### src/rtl/lane_split_pkg.sv
package lane_split_pkg;
  localparam int unsigned DEF_WORD_BITS = 16;
  localparam int unsigned DEF_LANE_BITS = 4;

  // Cut strobes from control to datapath: cutEven serves the points at
  // even multiples of the lane width, cutOdd the remaining points.
  typedef struct packed {
    logic cutOdd;
    logic cutEven;
  } laneCuts_t;
endpackage

### src/rtl/lane_split_ctrl.sv
module lane_split_ctrl
  import lane_split_pkg::*;
(
  input  logic      nibbleMode,
  input  logic      byteMode,
  output laneCuts_t cuts
);
  // Nibble mode cuts everywhere; byte mode cuts only at byte boundaries.
  always_comb begin
    cuts.cutEven = nibbleMode | byteMode;
    cuts.cutOdd  = nibbleMode;
  end
endmodule

### src/rtl/lane_split_datapath.sv
module lane_split_datapath
  import lane_split_pkg::*;
#(
  parameter int unsigned WORD_BITS = DEF_WORD_BITS,
  parameter int unsigned LANE_BITS = DEF_LANE_BITS
) (
  input  logic [WORD_BITS-1:0] opA,
  input  logic [WORD_BITS-1:0] opB,
  input  laneCuts_t            cuts,
  output logic [WORD_BITS-1:0] sumOut
);
  localparam int unsigned NUM_SEGS = WORD_BITS / LANE_BITS;
  localparam int unsigned NUM_PTS  = NUM_SEGS - 1;
  localparam int unsigned STRIDE   = LANE_BITS + 1;
  localparam int unsigned EXT_BITS = WORD_BITS + NUM_PTS;

  logic [EXT_BITS-1:0] extA;
  logic [EXT_BITS-1:0] extB;
  logic [EXT_BITS-1:0] extSum;
  logic [NUM_PTS-1:0]  cutVec;

  // Point k sits at bit (k+1)*LANE_BITS; odd k lands on a byte boundary.
  for (genvar k = 0; k < NUM_PTS; k++) begin : g_pts
    if ((k % 2) == 1) begin : g_even
      assign cutVec[k] = cuts.cutEven;
    end else begin : g_odd
      assign cutVec[k] = cuts.cutOdd;
    end
  end

  for (genvar s = 0; s < NUM_SEGS; s++) begin : g_segs
    assign extA[s*STRIDE +: LANE_BITS] = opA[s*LANE_BITS +: LANE_BITS];
    assign extB[s*STRIDE +: LANE_BITS] = opB[s*LANE_BITS +: LANE_BITS];
    assign sumOut[s*LANE_BITS +: LANE_BITS] = extSum[s*STRIDE +: LANE_BITS];
    if (s < NUM_PTS) begin : g_gap
      // A=1,B=0 passes the carry through; A=0,B=0 absorbs it.
      assign extA[s*STRIDE + LANE_BITS] = ~cutVec[s];
      assign extB[s*STRIDE + LANE_BITS] = 1'b0;
    end
  end

  assign extSum = extA + extB;
endmodule

### src/rtl/lane_split_adder.sv
module lane_split_adder
  import lane_split_pkg::*;
#(
  parameter int unsigned WORD_BITS = DEF_WORD_BITS,
  parameter int unsigned LANE_BITS = DEF_LANE_BITS
) (
  input  logic [WORD_BITS-1:0] opA,
  input  logic [WORD_BITS-1:0] opB,
  input  logic                 nibbleMode,
  input  logic                 byteMode,
  output logic [WORD_BITS-1:0] sumOut
);
  laneCuts_t cuts;

  lane_split_ctrl u_ctrl (
    .nibbleMode(nibbleMode),
    .byteMode  (byteMode),
    .cuts      (cuts)
  );

  lane_split_datapath #(
    .WORD_BITS(WORD_BITS),
    .LANE_BITS(LANE_BITS)
  ) u_dp (
    .opA   (opA),
    .opB   (opB),
    .cuts  (cuts),
    .sumOut(sumOut)
  );
endmodule

### config.mk
export PLATFORM = sky130hd
export DESIGN_NAME = lane_split_adder
export DESIGN_NICKNAME = d
export VERILOG_FILES = /design/src/rtl/lane_split_pkg.sv /design/src/rtl/lane_split_ctrl.sv /design/src/rtl/lane_split_datapath.sv /design/src/rtl/lane_split_adder.sv
export SDC_FILE = /design/constraint.sdc
export NUM_CORES = 1
export LEC_CHECK = 0
export BUFFER_PORTS_ARGS = -buffer_cell sky130_fd_sc_hd__buf_2
export CAP_MARGIN = 0
export CORE_AREA = 2 2 49 51
export DETAILED_ROUTE_END_ITERATION = 10
export DIE_AREA = 0 0 51 53
export PLACE_DENSITY = 0.8
export SLEW_MARGIN = 5
export SYNTH_ARGS = -nofsm -noshare
export SYNTH_HDL_FRONTEND = slang
export SYNTH_HIERARCHICAL = 1
export SYNTH_SLANG_ARGS = --single-unit
### constraint.sdc
create_clock -name vclk -period 2.75
set_input_delay 0.55 -clock vclk [all_inputs]
set_output_delay 0.55 -clock vclk [all_outputs]
set_load 0.03 [all_outputs]
## Word-level counts from Yosys, hierarchy flattened

Cells that the tools add are included.

- Bits in registers: 0
- Input bits: 34
- Output and inout port bits: 16
- Logic and storage cells: 4

- Add/sub/neg operators: 1
- Bitwise operators: 3

Operators by type and width:

| kind | number |
|---|---|
| 19-bit adder | 1 |
| 1-bit inverter | 2 |
| 1-bit bitwise OR | 1 |

## Depth between registers and ports, before layout

Gate-level depths: netlist of the first run.

- Depth in word-level cells: 3
- Mapped depth: 8
- Gate-level depth less buffers: 8

## Modules after synthesis

The synthesis of the first run kept the hierarchy.

By module, submodules not included:

| module | instances | cells each | area an instance (um^2) | seq. area each (um^2) |
|---|---|---|---|---|
| lane_split_datapath | 1 | 106 | 805.8 | 0.0 |
| lane_split_ctrl | 1 | 2 | 13.8 | 0.0 |

## Worst setup path after synthesis of the first run

OpenSTA, ideal clock, no wires.

- Kind: input-to-output
- Start point: in opA[0]
- End point: out sumOut[10]
- Arrival time: 2.332 ns
- Data required time: 2.200 ns
- Path slack: -0.132 ns
- Cell stages on the path: 8
- Path buffers: 0
- Path through: ha_1 inv_1 fa_1 nor2b_1 o311a_1 o21ai_2 o31ai_1 xor2_1

- Longest elaborated chain between the ends: 1

RTL lines:

| element | line | RTL |
|---|---|---|
| from (decl) | lane_split_adder.sv:7 | `input logic [WORD_BITS-1:0] opA,` |
| 19-bit adder | lane_split_datapath.sv:42 | `assign extSum = extA + extB;` |
| to (decl) | lane_split_adder.sv:11 | `output logic [WORD_BITS-1:0] sumOut` |

No other way between the ends.

## Worst setup path after layout of the first run

Ends and elaborated chain as after synthesis.

==> flow_summary.ini, run 1 <==
[status]
status = finished, violations left
violations = setup timing

[timing]
maxSlewHeadroom_pct = 74.03
setup_viol = 6
setup_ws_ns = -0.1720
fmax_mhz = 342.2
hold_violations = 0
period_needed_ns = 2.922
drv_slew = 0
timing.hold.ws_ns = 1.455
period_share_pct = 106.3
tightest_slew_ns = 0.3863
rsz0062_at_grt = true

[synth]
synth_cells = 108
synthesis.nets = 158
yosys_warnings = 6
syn_area_um2 = 819.5
ys_types = 41
yosysSeqAreaShare_pct = 0
avgSynthCellArea_um2 = 7.588

[setup_path]
start_kind = input pin
crit_required_ns = 2.20
cp.arrival_ns = 2.37
critical_path_class = input pin to output pin
cp_max_fo = 3
end_kind = output pin

[routing]
dr.pass1.iters = 4
drt-total-wl_um = 3003
vias = 1087
postRouteAntennaNets = 0
viasPerCell = 5.226
drtIter0Drc = 21
post_drt_wl_per_cell_um = 14.44
drc = 0

[min_path]
whs_path_depth = 3
hold_start = opB[0]
hold_class = input pin to output pin
whs_endpoint = sumOut[0]

[floorplan]
die_w_um = 51
fp-row-count = 17
die_h_um = 53
dieArea_um2 = 2703
core_um2 = 2148
start_util_pct = 38.15
ios = 50

[place]
dpl_cell_area_um2 = 1252
io_buffers = 50
place_hpwl_um = 2040
dpl_worst_slack_ns = -0.2318
gp_congestion = 0.8765

[cells_and_area]
final_nets = 232
layout_common_cells = buf_2, buf_4, ha_1
seq_cells = 0
area_growth_pct = 79.39
regArea_um2 = 0
diodes = 0
mostFrequentLayoutCell = buf_2
drive_gt1_share_pct = 57.22
final_cell_area_um2 = 1470
n_clock_buffer = 0

[global_route]
antenna_found_initial = 0
grt_pass1_wl_um = 4278
grt_max_degree = 8
grt_use_total_pct = 19.68
grt_pass1_vias = 1051
globalRouteOverflowTotal = 0

[power]
p_sw_share_pct = 56.01
p_total_mw = 0.4507
peakVddDrop_uv = 176.1
p_seq_share_pct = 0
intPower_mw = 0.1983
combPwrFrac_pct = 100.0
powerDensity_nw_per_um2 = 306.6
p_leak_nw = 0.7391
p_clk_share_pct = 0
p_switching_mw = 0.2525

[clocking]
cts_hold_buf = 0

[job]
drv_cap = 0
## per-layer routing
layer	wire length [µm]	GRT usage, %	vias up
met3	150	0.2825	2
met2	1586	37.88	37
met5	0	0	-
li1	-	-	542
met4	17	1.802	0
met1	1249	25.17	506
## power groups by stage
stage / combinational (mW) / clock [mW] / sequential [mW]
finish: 0.451 / 0 / 0
global placement: 0.366 / 0 / 0
detailed placement: 0.376 / 0 / 0
global route: 0.478 / 0 / 0
floorplan: 0.253 / 0 / 0
CTS: 0.415 / 0 / 0
## timing repair
item | 4_1_cts | 5_1_grt
endpoints found under the hold margin | 0 | 0
buffers inserted | 2 | 4
endpoints found under the setup margin | 6 | 9
gates resized for setup | 21 | 18
pin swaps | 10 | 13
## worst max-delay path: stages
cell and delay, ns:
buf_6 0.08, ha_4 0.12, inv_2 0.03, fa_2 0.33
nor2b_1 0.14, o311a_1 0.25, o21ai_2 0.12, o31ai_1 0.30
buf_4 0.18, xor2_2 0.12, buf_6 0.14
## cell families after synthesis
family,synth area share [%]
AOI/OAI and AO/OA,34.20
adders and majority gates,25.34
buffers and inverters,4.581
xor gates and xnor gates,14.96
and+or+nand+nor,20.92
## cell usage after synthesis
cell type / number / area share, %
a41oi_1: 1 / 1.1
nor3_1: 2 / 1.2
nand4_1: 1 / 0.76
xnor2_1: 11 / 12
xor2_1: 3 / 3.2
or2_1: 1 / 0.76
buf_4: 1 / 0.92
and3b_1: 1 / 1.1
a31oi_1: 1 / 0.76
or2_2: 1 / 0.76
a2111o_1: 1 / 1.4
nand2_1: 7 / 3.2
nor2_1: 8 / 3.7
a21o_1: 2 / 1.8
nand4b_1: 1 / 1.1
o311ai_2: 1 / 2.0
o41ai_2: 1 / 2.0
inv_1: 8 / 3.7
o21ai_1: 1 / 0.61
ha_1: 15 / 23
nand3b_1: 1 / 0.92
and2_1: 1 / 0.76
o31ai_2: 1 / 1.5
nand3_1: 1 / 0.61
nand2b_1: 4 / 3.1
o21ai_2: 3 / 3.2
o311a_1: 1 / 1.2
o22ai_1: 1 / 0.76
nor2b_1: 2 / 1.5
nor4_1: 1 / 0.76
o21ai_0: 3 / 1.8
a21oi_1: 9 / 5.5
a211oi_2: 1 / 1.5
a21boi_0: 1 / 0.92
o31ai_1: 3 / 2.7
o21ba_2: 1 / 1.2
fa_1: 1 / 2.4
a41o_2: 1 / 1.4
o21bai_1: 1 / 0.92
o21a_1: 2 / 1.8
and3_1: 1 / 0.76
## worst max-delay path by stage
stage                       from    endpoint  slack [ns]  cells past startpoint
after CTS                 opB[0]  sumOut[13]       -0.13                     10
after floorplan           opA[0]  sumOut[10]       -0.06                      8
after global routing      opA[0]  sumOut[10]       -0.25                     11
after detailed placement  opA[0]  sumOut[13]       -0.23                     10
after global placement    opA[0]  sumOut[15]       -0.13                     10
final                     opA[0]  sumOut[10]       -0.17                     11
## layout make-up
cell class | count | area [µm²]
multi-input combinational | 99 | 929.6
fill | 166 | 678.2
timing repair buffer | 73 | 475.5
tap | 28 | 35.03
inverter | 8 | 30.03
## per-stage QoR
stage / TNS [ns] / instances / util, %
after floorplan: -0.07990 / 108 / -
after global routing: -0.8683 / 208 / 68.43
after CTS: -0.2206 / 204 / 64.07
after detailed placement: -0.7485 / 202 / 58.30
final: -0.4149 / 208 / 68.43
after global placement: -0.3766 / 202 / 58.30
(Power assumes the default switching activity.)
==> run 2, diff against run 1 <==
- CORE_AREA: 2 2 49 51 -> 4 4 48 50
- DIE_AREA: 0 0 51 53 -> 0 0 52 54
- PLACE_DENSITY: 0.8 -> 0.88
==> run 2 against run 1 <==
Compared with the run above: routed wire length is 23% higher; worst setup slack hardly changed; sequential share of layout area stayed put; total power is 2.3% higher; critical path depth stayed put; cell count is 1.9% lower; non-clock buffer count is 3 lower; fmax hardly changed; flip-flop and latch count stayed put; first-iteration DRC count is 48% higher; combinational power is 2% higher; global-route usage is 0.96 points lower; largest power group unchanged; the run still ends with setup timing left.
==> flow_summary.ini, run 2 (synthesis gave the netlist of run 1 again) <==
[status]
status = finished, violations left
violations = setup timing

[cells_and_area]
mostFrequentLayoutCell = buf_2
drive_gt1_share_pct = 57.63
final_util_pct = 77.11
final_nets = 229
final_cell_area_um2 = 1466
diodes = 0
regArea_um2 = 0
fill_cells = 112
layout_common_cells = buf_2, buf_4, ha_1
multi_input_area_um2 = 945.9
n_clock_buffer = 0
area_growth_pct = 78.93
fin_cells = 204
seq_cells = 0

[setup_path]
crit_start = opA[0]
start_kind = input pin
slowest_delay_ns = 0.36
critPathSlowestCell = fa_2
critical_path_class = input pin to output pin
cp_max_fo = 2
critPathCapture = sumOut[15]
crit_top_cell = buf_6
crit_required_ns = 2.20
cp.arrival_ns = 2.37
end_kind = output pin
crit_path_cell_trace = buf_8, ha_4, inv_2, fa_2, nor2b_1, o311a_1, buf_6, o21ai_4, o311ai_4, xnor2_2, buf_6

[power]
powerDensity_nw_per_um2 = 314.3
p_leak_nw = 0.7289
p_total_mw = 0.4609
peakVddDrop_uv = 180.2

[timing]
hold_violations = 0
period_share_pct = 106.3
setup_ws_ns = -0.1725
setup_viol = 6
period_needed_ns = 2.922
maxSlewHeadroom_pct = 79.08
fmax_mhz = 342.2
rsz0062_at_grt = true
drv_slew = 0
tightest_slew_ns = 0.3106

[global_route]
grt_busiest_layer = met2
use_met3_pct = 0.5540
use_met2_pct = 37.87
grt_pass1_wl_um = 4153
antenna_found_initial = 0
grt_use_total_pct = 18.72
grtUsageMet1_pct = 22.44
globalRouteOverflowTotal = 0
grt_max_degree = 8
grt_pass1_vias = 994

[routing]
drtIter0Drc = 31
viasPerCell = 5.750
drc = 0
post_drt_wl_per_cell_um = 18.04
drt-total-wl_um = 3681
vias = 1173
dr.pass1.iters = 4
postRouteAntennaNets = 0

[clocking]
cts_hold_buf = 0

[floorplan]
die_h_um = 54
fp-row-count = 16
ios = 50
core_um2 = 1902
die_w_um = 52
dieArea_um2 = 2808
start_util_pct = 43.09

[place]
io_buffers = 50
dpl_worst_slack_ns = -0.2284
place_inst = 197
place_hpwl_um = 2270
dpl_cell_area_um2 = 1221
gp_congestion = 0.8341

[min_path]
whs_path_depth = 3
hold_class = input pin to output pin

[job]
drv_cap = 0
## run 2: critical path, delay by kind of cell
family,cells,cell delay (ns)
fa+ha+maj,2,0.49
simple gates,1,0.13
xor+xnor,1,0.16
compound gates,3,0.63
buf+inv,4,0.40
## run 2: report_power, final
part	total [mW]	switching (mW)	internal, mW
Combinational	0.461	0.262	0.199
Clock	0	0	0
Sequential	0	0	0
Total	0.461	0.262	0.199
## run 2: how the worst min path moves through the flow
stage	start	endpoint	slack, ns
floorplan	opB[0]	sumOut[0]	1.36
global placement	opB[0]	sumOut[0]	1.46
detailed placement	opB[0]	sumOut[0]	1.47
CTS	opA[0]	sumOut[0]	1.46
global route	opA[0]	sumOut[0]	1.48
finish	opB[0]	sumOut[0]	1.47
## run 2: routing by layer
| layer | part of all wire, % | vias to the layer above |
|---|---|---|
| met5 | 0 | - |
| met2 | 52 | 92 |
| met4 | 2.6 | 0 |
| li1 | - | 536 |
| met1 | 38 | 533 |
| met3 | 8.1 | 12 |
## run 2: area by class of cell
cell class                      count  share of cell area (%)
Tap cell                           27                   2.304
Multi-Input combinational cell     99                   64.50
Inverter                            8                   2.048
Timing Repair Buffer               70                   31.14
## run 2: per-stage QoR
step	TNS [ns]	hold slack, ns
after detailed placement	-0.7850	1.470
after floorplan	-0.07990	1.359
after CTS	-0.3160	1.464
final	-0.5346	1.467
after global routing	-0.7917	1.478
after global placement	-0.3724	1.465
## run 2: timing repair
action,in CTS,in global routing
buffers inserted,2,5
setup endpoints to repair,8,10
pin swaps,7,11
gates resized for setup,18,22
